$ cat config.mk
export PLATFORM = sky130hd
export DESIGN_NAME = ata_strobe_gen
export DESIGN_NICKNAME = d
export VERILOG_FILES = /design/src/rtl/ata_strobe_pkg.sv /design/src/rtl/ata_tmg_decode.sv /design/src/rtl/ata_phase_cnt.sv /design/src/rtl/ata_strobe_gen.sv
export SDC_FILE = /design/constraint.sdc
export NUM_CORES = 1
export LEC_CHECK = 0
export BUFFER_PORTS_ARGS = -buffer_cell sky130_fd_sc_hd__buf_2
export CAP_MARGIN = 10
export CELL_PAD_IN_SITES_DETAIL_PLACEMENT = 1
export CELL_PAD_IN_SITES_GLOBAL_PLACEMENT = 1
export CORE_MARGIN = 3
export CORE_UTILIZATION = 38
export DETAILED_ROUTE_END_ITERATION = 16
export PLACE_DENSITY_LB_ADDON = 0.3
export SYNTH_ARGS = -nofsm -noshare
export SYNTH_HDL_FRONTEND = slang
export SYNTH_HIERARCHICAL = 1
export SYNTH_SLANG_ARGS = --single-unit
$ cat constraint.sdc
create_clock -name clk -period 2.27 [get_ports clk]
set_input_delay 0.454 -clock clk [delete_from_list [all_inputs] [get_ports clk]]
set_output_delay 0.454 -clock clk [all_outputs]
set_load 0.1 [all_outputs]
$ cat src/rtl/ata_strobe_pkg.sv
package ata_strobe_pkg;
    localparam int WORD_W = 32;
    localparam int CNT_W  = 5;

    // field positions inside the timing word
    localparam int DREC_LO = 0;  localparam int DREC_W = 4;
    localparam int DACT_LO = 4;  localparam int DACT_W = 5;
    localparam int TREC_LO = 9;  localparam int TREC_W = 4;
    localparam int TACT_LO = 13; localparam int TACT_W = 5;
    localparam int DSET_LO = 22; localparam int DSET_W = 3;
    localparam int TSET_LO = 25; localparam int TSET_W = 3;

    typedef enum logic [2:0] {
        ST_IDLE, ST_SETUP, ST_ACTIVE, ST_RECOVER, ST_DONE
    } phase_e;

    typedef struct packed {
        logic [CNT_W-1:0] setup;
        logic [CNT_W-1:0] active;
        logic [CNT_W-1:0] recover;
    } phase_cfg_t;
endpackage

$ cat src/rtl/ata_tmg_decode.sv
module ata_tmg_decode
    import ata_strobe_pkg::*;
(
    input  logic [WORD_W-1:0] word,
    input  logic              taskfile,
    output phase_cfg_t        cfg
);
    always_comb begin
        cfg = '0;
        if (taskfile) begin
            cfg.setup   = CNT_W'(word[TSET_LO +: TSET_W]);
            cfg.active  = CNT_W'(word[TACT_LO +: TACT_W]);
            cfg.recover = CNT_W'(word[TREC_LO +: TREC_W]);
        end else begin
            cfg.setup   = CNT_W'(word[DSET_LO +: DSET_W]);
            cfg.active  = CNT_W'(word[DACT_LO +: DACT_W]);
            cfg.recover = CNT_W'(word[DREC_LO +: DREC_W]);
        end
    end
endmodule

$ cat src/rtl/ata_phase_cnt.sv
module ata_phase_cnt #(
    parameter int W = 5
) (
    input  logic         clk,
    input  logic         rst_n,
    input  logic         load,
    input  logic [W-1:0] load_val,
    output logic         zero
);
    logic [W-1:0] cnt_d, cnt_q;

    always_comb begin
        cnt_d = cnt_q;
        if (load)
            cnt_d = load_val;
        else if (cnt_q != '0)
            cnt_d = cnt_q - 1'b1;
    end

    always_ff @(posedge clk or negedge rst_n) begin
        if (!rst_n) cnt_q <= '0;
        else        cnt_q <= cnt_d;
    end

    assign zero = (cnt_q == '0);
endmodule

$ cat src/rtl/ata_strobe_gen.sv
module ata_strobe_gen
    import ata_strobe_pkg::*;
(
    input  logic              clk,
    input  logic              rst_n,
    input  logic              req_valid,
    input  logic              req_taskfile,
    input  logic              req_write,
    input  logic              req_first,
    input  logic [WORD_W-1:0] timing_word,
    output logic              dior_n,
    output logic              diow_n,
    output logic              done,
    output logic              busy
);
    typedef struct packed {
        phase_e     state;
        phase_cfg_t cfg;
        logic       wr;
    } ctl_t;

    ctl_t       ctl_d, ctl_q;
    phase_cfg_t dec_cfg;
    logic       cnt_load, cnt_zero;
    logic [CNT_W-1:0] cnt_val;

    ata_tmg_decode u_dec (
        .word     (timing_word),
        .taskfile (req_taskfile),
        .cfg      (dec_cfg)
    );

    ata_phase_cnt #(.W(CNT_W)) u_cnt (
        .clk      (clk),
        .rst_n    (rst_n),
        .load     (cnt_load),
        .load_val (cnt_val),
        .zero     (cnt_zero)
    );

    always_comb begin
        ctl_d    = ctl_q;
        cnt_load = 1'b0;
        cnt_val  = '0;
        unique case (ctl_q.state)
            ST_IDLE: if (req_valid) begin
                ctl_d.cfg = dec_cfg;
                ctl_d.wr  = req_write;
                cnt_load  = 1'b1;
                if (req_first) begin
                    ctl_d.state = ST_SETUP;
                    cnt_val     = dec_cfg.setup;
                end else begin
                    ctl_d.state = ST_ACTIVE;
                    cnt_val     = dec_cfg.active;
                end
            end
            ST_SETUP: if (cnt_zero) begin
                ctl_d.state = ST_ACTIVE;
                cnt_load    = 1'b1;
                cnt_val     = ctl_q.cfg.active;
            end
            ST_ACTIVE: if (cnt_zero) begin
                ctl_d.state = ST_RECOVER;
                cnt_load    = 1'b1;
                cnt_val     = ctl_q.cfg.recover;
            end
            ST_RECOVER: if (cnt_zero) ctl_d.state = ST_DONE;
            ST_DONE:    ctl_d.state = ST_IDLE;
            default:    ctl_d.state = ST_IDLE;
        endcase
    end

    always_ff @(posedge clk or negedge rst_n) begin
        if (!rst_n) begin
            ctl_q.state <= ST_IDLE;
            ctl_q.cfg   <= '0;
            ctl_q.wr    <= 1'b0;
        end else begin
            ctl_q <= ctl_d;
        end
    end

    assign dior_n = !((ctl_q.state == ST_ACTIVE) && !ctl_q.wr);
    assign diow_n = !((ctl_q.state == ST_ACTIVE) &&  ctl_q.wr);
    assign done   = (ctl_q.state == ST_DONE);
    assign busy   = (ctl_q.state != ST_IDLE);

    // strobes mutually exclusive
    p_excl_r5: assert property (@(posedge clk) disable iff (!rst_n)
        !(!dior_n && !diow_n));
    // done lasts one clock and follows recovery
    p_done_pulse_r6: assert property (@(posedge clk) disable iff (!rst_n)
        done |=> !done && !busy);
    p_done_after_rec_r6: assert property (@(posedge clk) disable iff (!rst_n)
        done |-> $past(ctl_q.state) == ST_RECOVER);
    // captured timing is held while a cycle runs
    p_cfg_hold_r7: assert property (@(posedge clk) disable iff (!rst_n)
        (busy && $past(busy)) |-> $stable(ctl_q.cfg));
    // strobes high whenever idle
    p_idle_quiet_r1: assert property (@(posedge clk) disable iff (!rst_n)
        !busy |-> (dior_n && diow_n && !done));
    // idle entered only through done
    p_idle_entry_r9: assert property (@(posedge clk) disable iff (!rst_n)
        $fell(busy) |-> $past(done));
endmodule

==> summary.md, run 1 <==
| Metric | Value |
|---|---|
| Status | complete, no violations |
| Crit-path max cell delay | between 0.5 and 0.6 ns |
| Sequential area share after synthesis | 0.376 |
| Synth Instances | 110 |
| Largest net degree at the start of global routing | 20 |
| YS warnings | 6 |
| Nets@finish | about 180 |
| IO Count | between 40 and 50 |
| Final antenna-violating net count | 0 |
| Max H-tree Level | 1 |
| Routability congestion estimate | 0.735 |
| CP Cell Sequence | nor2_1 > and2_2 > buf_2 |
| P per Cell Area | approximately 1200 mW/mm2 |
| Die height | approximately 64 um |
| # rows | 20 |
| Synth Register Bits | 19 |
| CORE AREA | 0.00310 mm2 |
| Maxcap violations | 0 |
| First-pass GRT wire length | between 4 and 5 mm |
| Antenna cells | 0 |
| Initial antenna violation count | 0 |
| Arr. time, crit path | roughly 1.6 ns |
| Most common cell in the netlist | dfrtp_1 |
| Setup violators final | 0 |
| WP buf/inv | 1 |
| Prevailing post-synth register cell | dfrtp_1 |
| Commonest cells post-synth | dfrtp_1 (19), mux2_2 (14), mux2_4 (10) |
| Post-Route Setup TNS | 0 ns |
| Root Buffer | clkbuf_4 |
| Die area | 0.00406 mm2 |
| Post-DP HPWL | ~2.1 mm |
| DIE WIDTH | approximately 64 um |
| Overall power | approximately 0.0018 W |
| Synth top area cells | dfrtp_1 (38%), mux2_2 (12%), mux2_4 (12%) |
| Final Skew | 0.00513 ns |
| CP delay by family, top | flip-flops |
| Ys async rst share | 1.00 |
| CTS tree | yes |
| Top-area cell type share of the netlist area | 0.376 |
| Remaining global-route overflow | 0 |
| Layout overhead on the synthesized area | 17.0% |
| Crit. End Element | output port |
| Longest Clk Path Bufs | 2 |
| Post-Syn Area per Cell | 11.5 um2 |
| Worst Hold Class | in2async |
| Clk pin slew, worst setup/hold paths | roughly 0.11 ns |
| Fmax | about 480 MHz |
| Slew Viols, Final | 0 |
| Yosys cell types | 35 |
| Synth area leader | dfrtp_1 |
| PortBufs | 33 |
| Final period util | 0.918 |
| CP required | 1.82 ns |
| Starting Density | 0.408 |
| Min Clock Period, post-route | around 2.1 ns |
| Via count | roughly 940 |
| Worst-skew pair later-pin latency | approximately 0.3 ns |
| Crit path kind | reg2out |
| FILL cells | roughly 370 |
| Number of hold violations in the final report | 0 |
| CTS resizes | 0 |
| Slowest-stage cell, CP | dfrtp_1 |
| Crit start category | register |
| Clk sinks | 19 |
| Post-Syn Area | around 0.0013 mm2 |
| 1st-pass router iterations | 4 |
| Layout Utilization | 0.477 |
| EDFF count, synth | 0 |
| RSZ-0062 raised after global routing | false |
| Post-DR wirelength/cell | roughly 13 um |
| Hold_buf cts | 0 |
| Post-CTS Setup Bufs | 0 |
| Share of cells above drive strength 1 | 0.497 |
| Tot GR Track Use | 0.134 |
| Leak Pwr | around 0.67 nW |
| DRC | 0 |
| Total Wirelength | around 2.5 mm |
| CP max FO | 12 |
| Number of global-route vias before repair | approximately 960 |
| Num CTS Buffers | 3 |
| Peak supply drop | approximately 0.65 mV |
| First DRT Iteration DRCs | 23 |
| Vias per inst | 5.04 |
[cells in the final DEF (no fill, tap or decap), drive strengths merged, types with 4 or more instances in the layout]
cell type / n
a22oi: 5
o22ai: 5
mux2: 24
o21ai: 4
dfrtp: 19
mux2i: 5
buf: 36
nand2: 6
[flip-flops by register name (all words and copies together), names as in the netlist]
name / flops
u_cnt/cnt_q: 5
ctl_q: 14
[path summary, 6_finish.rpt]
check / from / end / slack [ns] / cells after the start
min in group clk: req_write / ctl_q[0]$_DFFE_PN0P_ / 0.39 / 2
setup / recovery: ctl_q[17]$_DFFE_PN0P_ / done / 0.19 / 3
setup reg to reg: u_cnt/cnt_q[0]$_DFFE_PN0P_ / u_cnt/cnt_q[3]$_DFFE_PN0P_ / 0.47 / 8
max in group asynchronous: rst_n / ctl_q[1]$_DFFE_PN0P_ / 1.89 / 1
hold / removal: rst_n / ctl_q[17]$_DFFE_PN0P_ / 0.07 / 1
hold reg to reg: ctl_q[10]$_DFFE_PN0P_ / ctl_q[10]$_DFFE_PN0P_ / 0.52 / 1
[per-stage QoR]
step                      cell area, um2  std cells  setup WS, ns  hold slack [ns]
after floorplan                     1270        112         0.347            0.158
after global placement              1450        183         0.526            0.414
after detailed placement            1450        183         0.491            0.423
after CTS                           1480        187         0.180           0.0829
after global routing                1480        187        0.0951           0.0915
final                               1480        187         0.186           0.0725
[area by class of cell]
cell class	count	area, um2	area share
clock inverter	1	5.00	0.00338
timing repair buffer	36	188	0.127
multi-input combinational	81	723	0.489
clock buffer	3	22.5	0.0152
inverter	3	11.3	0.00761
tap	44	55.1	0.0372
sequential	19	475	0.321
[worst register-to-register path: stages (launching register included)]
cell,delay [ns]
dfrtp_1,0.39
inv_1,0.09
ha_1,0.21
nor4b_4,0.37
o21ai_0,0.16
a21oi_1,0.18
buf_4,0.18
nand2_1,0.06
o31ai_1,0.07
[per-layer routing]
metal  wire length (um)  track usage
met4                 30       0.0323
met1               1100        0.162
met5                  0            0
met2               1280        0.236
met3                 91       0.0357
[power by group]
part           leakage [nW]  switching, W  internal (W)  total (W)
logic                 0.423      0.000550      0.000425   0.000975
registers             0.231      0.000163      0.000504   0.000667
clock network        0.0177      0.000103     0.0000657   0.000168
[logic make-up (layout without fill, tap and decap cells)]
logic type | Yosys count | count (layout) | synth area share
simple gates | 23 | 23 | 0.131
xor+xnor | 3 | 3 | 0.0208
fa+ha+maj | 1 | 1 | 0.00989
flops | 19 | 19 | 0.376
other cells | 1 | 3 | 0.00296
compound gates | 22 | 22 | 0.119
mux | 29 | 29 | 0.283
buf+inv | 12 | 43 | 0.0584
Note: power is estimated with default switching activity, not from simulation.
==> run 2: changes to the inputs <==
CORE_UTILIZATION = 35   (was 38)
==> summary.md, run 2 (synthesis gave the netlist of run 1 again) <==
| Metric | Value |
|---|---|
| Status | complete, no violations |
| Die height | 66.1 um (+3.8%) |
| Crit start category | register |
| Slowest-stage cell, CP | dfrtp_1 |
| DIE WIDTH | 66.1 um (+3.8%) |
| Layout Utilization | 0.436 (-0.0411) |
| CP max FO | 12 (unchanged) |
| Antenna cells | 0 (unchanged) |
| Crit Reg-Reg Startpoint | u_cnt/cnt_q[0]$_DFFE_PN0P_ |
| Num CTS Buffers | 3 (unchanged) |
| Crit path kind | reg2out |
| PortBufs | 33 (unchanged) |
| Share of cells above drive strength 1 | 0.493 (-0.00345) |
| CP required | 1.82 ns (about the same) |
| Final antenna-violating net count | 0 (unchanged) |
| First-pass GRT wire length | 4.77 mm (+10%) |
| Final Skew | 0.00380 ns (-0.00134 ns) |
| Leak Pwr | 0.674 nW (+0.38%) |
| Clk sinks | 19 (unchanged) |
| Largest net degree at the start of global routing | 20 (unchanged) |
| Number of hold violations in the final report | 0 (unchanged) |
| Post-Route Setup TNS | 0 ns (unchanged) |
| Setup violators final | 0 (unchanged) |
| Worst-skew pair later-pin latency | 0.31 ns (about the same) |
| Die area | 0.00437 mm2 (+7.8%) |
| Starting Density | 0.370 (-0.0373) |
| RSZ-0062 raised after global routing | false |
| Most flop-heavy register | ctl_q |
| Reg2reg setup slack | 0.39 ns (-0.08 ns) |
| Dpl cells | 186 (+1.6%) |
| Final period util | 0.915 (-0.00273) |
| Hold_buf cts | 0 (unchanged) |
| # rows | 21 (+5.0%) |
| Tot GR Track Use | 0.143 (+0.00815) |
| Min Clock Period, post-route | 2.08 ns (-0.00621 ns) |
| Largest registers | ctl_q x14, u_cnt/cnt_q x5 |
| Via count | 974 (+3.4%) |
| Layout overhead on the synthesized area | 17.7% |
| Longest Clk Path Bufs | 2 (unchanged) |
| Nets@finish | 184 (+0.55%) |
| DP Area | 0.00146 mm2 (+0.69%) |
| Routability congestion estimate | 0.731 (-0.49%) |
| Commonest cells after routing, fill and taps aside | buf_2 (33), dfrtp_1 (19), mux2_2 (14) |
| Worst Hold Class | in2async |
| Slew Viols, Final | 0 (unchanged) |
| Post-DP HPWL | 2.18 mm (+6.4%) |
| Crit-path max cell delay | 0.53 ns (about the same) |
| DRC | 0 (unchanged) |
| Initial antenna violation count | 0 (unchanged) |
| Critical R2R Capture | u_cnt/cnt_q[2]$_DFFE_PN0P_ |
| P per Cell Area | 1240 mW/mm2 (+1.1%) |
| Maxcap violations | 0 (unchanged) |
| 1st-pass router iterations | 4 (unchanged) |
| Fmax | 481 MHz (+0.30%) |
| Arr. time, crit path | 1.62 ns (about the same) |
| CTS tree | yes |
| Post-CTS Setup Bufs | 0 (unchanged) |
| Root Buffer | clkbuf_4 |
| Peak supply drop | 0.353 mV (-46%) |
| Remaining global-route overflow | 0 (unchanged) |
| Layout Cells excl Fill | 190 (+1.6%) |
| Post-layout instance area | 0.00149 mm2 (+0.59%) |
| Vias per inst | 5.13 (+1.8%) |
| IO Count | 42 (unchanged) |
| R2R depth | 8 (unchanged) |
| Crit. End Element | output port |
| CTS resizes | 0 (unchanged) |
| Number of global-route vias before repair | 1053 (+9.8%) |
| Post-DR wirelength/cell | 14.8 um (+10%) |
| Total Wirelength | 2.81 mm (+12%) |
| CORE AREA | 0.00342 mm2 (+10%) |
| Max reg flops | 14 (unchanged) |
| Clk pin slew, worst setup/hold paths | 0.12 ns (about the same) |
| Max H-tree Level | 1 (unchanged) |
| CP Cell Sequence | or3_2 > buf_2 |
| First DRT Iteration DRCs | 58 (+150%) |
| Commonest non-fill, non-tap cell in the layout | buf_2 |
-- run 2: changes by cell type in the layout (fill, tap and decap cells not counted) --
cell      previous run  this run
clkbuf_1             0         1
clkinv_2             1         0
buf_4                3         4
-- run 2: worst max-delay path: cells and delay by family, from the launching register on --
family	cells	cell delay, ns
buffers and inverters	1	0.30
and+or+nand+nor	1	0.49
DFF	1	0.53
-- run 2: final cells by class --
cell class | instances | area, um2
inverters | 3 | 11.3
multi-input cells | 81 | 723
repair buffers | 37 | 195
flip-flops and latches | 19 | 475
well taps | 46 | 57.6
fillers | 390 | 1930
clock buffers | 4 | 26.3
-- run 2: worst max path at each step --
stage,from,slack (ns),endpoint,depth (start not counted)
finish,ctl_q[17]$_DFFE_PN0P_,0.19,busy,2
global route,ctl_q[16]$_DFFE_PN0P_,0.12,diow_n,3
CTS,ctl_q[17]$_DFFE_PN0P_,0.17,busy,2
detailed placement,u_cnt/cnt_q[0]$_DFFE_PN0P_,0.43,u_cnt/cnt_q[2]$_DFFE_PN0P_,8
global placement,u_cnt/cnt_q[0]$_DFFE_PN0P_,0.45,u_cnt/cnt_q[2]$_DFFE_PN0P_,7
floorplan,ctl_q[16]$_DFFE_PN0P_,0.35,diow_n,3
-- run 2: where the power goes --
part	switching [W]	internal (W)
clock network	0.000114	0.0000687
registers	0.000163	0.000504
logic	0.000560	0.000432
-- run 2: metrics by stage --
stage | hold WS, ns | setup slack, ns | total power (W)
floorplan | 0.158 | 0.347 | 0.00146
global placement | 0.425 | 0.455 | 0.00164
detailed placement | 0.435 | 0.433 | 0.00168
CTS | 0.0852 | 0.170 | 0.00187
global route | 0.0927 | 0.116 | 0.00198
finish | 0.0759 | 0.193 | 0.00184
-- run 2: per-layer routing --
| metal | track usage | part of all wire | up-vias |
|---|---|---|---|
| met5 | 0 | 0 | - |
| met2 | 0.248 | 0.50 | 25 |
| li1 | - | - | 466 |
| met4 | 0.0533 | 0.014 | 0 |
| met3 | 0.0255 | 0.051 | 4 |
| met1 | 0.173 | 0.44 | 479 |
==> run 3: changes to the inputs <==
PLACE_DENSITY_LB_ADDON = 0.1   (was 0.3)
==> summary.md, run 3 (synthesis gave the netlist of run 1 again) <==
| Metric | Value |
|---|---|
| Status | complete, no violations |
| CP Cell Sequence | or3_2 > buf_2 |
| Post-route met1 wirelength | 1.24 mm (+0.65%) |
| Total Wirelength | 2.86 mm (+1.8%) |
| Root Buffer | clkbuf_4 |
| Leak Pwr | 0.674 nW (unchanged) |
| Worst Hold Class | in2async |
| Post-DR wirelength/cell | 15.0 um (+1.8%) |
| Tot GR Track Use | 0.149 (+0.00672) |
| Longest Clk Path Bufs | 2 (unchanged) |
| Crit path kind | reg2out |
| Remaining global-route overflow | 0 (unchanged) |
| PortBufs | 33 (unchanged) |
| Critical R2R Capture | u_cnt/cnt_q[3]$_DFFE_PN0P_ |
| Share of cells above drive strength 1 | 0.493 (unchanged) |
| Fmax | 482 MHz (about the same) |
| Via count | 964 (-1.0%) |
| Reg2reg setup slack | 0.40 ns (about the same) |
| DIE WIDTH | 66.1 um (unchanged) |
| Post-CTS Setup Bufs | 0 (unchanged) |
| # rows | 21 (unchanged) |
| CP max FO | 12 (unchanged) |
| Clk sinks | 19 (unchanged) |
| Reg area | 475 um2 (unchanged) |
| Final Skew | 0.00617 ns (+0.00237 ns) |
| CTS resizes | 0 (unchanged) |
| Hold slack | 0.0818 ns (+0.00594 ns) |
| Max reg flops | 14 (unchanged) |
| Maxcap violations | 0 (unchanged) |
| Crit-path max cell delay | 0.54 ns (about the same) |
| P per Cell Area | 1240 mW/mm2 (-0.17%) |
| Crit start category | register |
| Nets@finish | 184 (unchanged) |
| First DRT Iteration DRCs | 30 (-48%) |
| Metal3 WL | 124 um (-13%) |
| Slew Viols, Final | 0 (unchanged) |
| Vias per inst | 5.07 (-1.0%) |
| Largest registers | ctl_q x14, u_cnt/cnt_q x5 |
| Slowest-stage cell, CP | dfrtp_1 |
| Hold_buf cts | 0 (unchanged) |
| Die height | 66.1 um (unchanged) |
| Post-DP HPWL | 2.26 mm (+3.7%) |
| IO Count | 42 (unchanged) |
| DRC | 0 (unchanged) |
| Number of global-route vias before repair | 1060 (+0.66%) |
| Worst-skew pair later-pin latency | 0.30 ns (about the same) |
| CP delay by family, top | flip-flops |
| Commonest non-fill, non-tap cell in the layout | buf_2 |
| Crit Reg-Reg Startpoint | u_cnt/cnt_q[0]$_DFFE_PN0P_ |
| Antenna cells | 0 (unchanged) |
| Starting Density | 0.370 (unchanged) |
| CP required | 1.82 ns (about the same) |
| Routability congestion estimate | 0.719 (-1.6%) |
| Clk pin slew, worst setup/hold paths | 0.11 ns (about the same) |
| CORE AREA | 0.00342 mm2 (unchanged) |
| Number of hold violations in the final report | 0 (unchanged) |
| First-pass GRT wire length | 4.94 mm (+3.6%) |
| Final antenna-violating net count | 0 (unchanged) |
| Top Layer Used | met4 |
| Num CTS Buffers | 3 (unchanged) |
| Max H-tree Level | 1 (unchanged) |
| Area of the multi-input gates | 723 um2 (unchanged) |
| WP buf/inv | 1 (unchanged) |
| CTS tree | yes |
| Peak supply drop | 0.398 mV (+13%) |
| Arr. time, crit path | 1.62 ns (about the same) |
| Die area | 0.00437 mm2 (unchanged) |
| 1st-pass router iterations | 3 (-1) |
| RSZ-0062 raised after global routing | false |
| Post-Route Setup TNS | 0 ns (unchanged) |
| Largest net degree at the start of global routing | 20 (unchanged) |
| Layout overhead on the synthesized area | 17.7% (unchanged) |
| Initial antenna violation count | 0 (unchanged) |
| Min Clock Period, post-route | 2.08 ns (-0.00179 ns) |
| Met2 WL | 1.48 mm (+6.3%) |
| R2R depth | 7 (-1) |
| Commonest cells after routing, fill and taps aside | buf_2 (33), dfrtp_1 (19), mux2_2 (14) |
| Crit. End Element | output port |
| Setup violators final | 0 (unchanged) |
| Final period util | 0.914 (about the same) |
| FILL cells | 404 (+3.6%) |
| Most flop-heavy register | ctl_q |
run 3: cell counts in the layout (fill, tap and decap cells not counted):
No cell type changed its count.
run 3: worst max path at each step:
stage	from	to	slack (ns)	depth (start not counted)
6_report	ctl_q[17]$_DFFE_PN0P_	busy	0.19	2
5_1_grt	ctl_q[16]$_DFFE_PN0P_	diow_n	0.12	3
4_1_cts	ctl_q[17]$_DFFE_PN0P_	busy	0.17	2
3_5_place_dp	u_cnt/cnt_q[0]$_DFFE_PN0P_	u_cnt/cnt_q[2]$_DFFE_PN0P_	0.42	7
3_3_place_gp	u_cnt/cnt_q[0]$_DFFE_PN0P_	u_cnt/cnt_q[3]$_DFFE_PN0P_	0.46	7
2_1_floorplan	ctl_q[16]$_DFFE_PN0P_	diow_n	0.35	3
run 3: area by class of cell:
class                           instances  area share
Clock buffer                            4      0.0176
Inverter                                3     0.00756
Multi-Input combinational cell         81       0.486
Sequential cell                        19       0.319
Tap cell                               46      0.0387
Timing Repair Buffer                   37       0.131
run 3: worst reg2reg max path: stages, from the launching register on:
cell      delay, ns
dfrtp_1        0.40
inv_1          0.09
ha_1           0.22
nor4b_4        0.39
nand2b_1       0.26
o22ai_1        0.28
nand2_1        0.08
o31ai_1        0.07
run 3: routing by layer:
| layer | track usage | vias up |
|---|---|---|
| li1 | - | 467 |
| met2 | 0.263 | 22 |
| met1 | 0.178 | 473 |
| met5 | 0 | - |
| met3 | 0.0306 | 2 |
| met4 | 0.0533 | 0 |
run 3: through the flow:
| stage | cells | total power (W) | util | worst slack, ns | instance area, um2 |
|---|---|---|---|---|---|
| detailed placement | 186 | 0.00169 | 0.428 | 0.425 | 1460 |
| floorplan | 112 | 0.00146 | - | 0.347 | 1270 |
| finish | 190 | 0.00184 | 0.436 | 0.194 | 1490 |
| global route | 190 | 0.00199 | 0.436 | 0.118 | 1490 |
| global placement | 186 | 0.00165 | 0.428 | 0.462 | 1460 |
| CTS | 190 | 0.00187 | 0.436 | 0.173 | 1490 |
run 3: where the power goes:
group	switching [W]	total, W	internal (W)	leakage, nW
Combinational	0.000567	0.000998	0.000432	0.428
Sequential	0.000162	0.000666	0.000504	0.231
Clock	0.000106	0.000174	0.0000684	0.0150
Total	0.000835	0.00184	0.00100	0.674
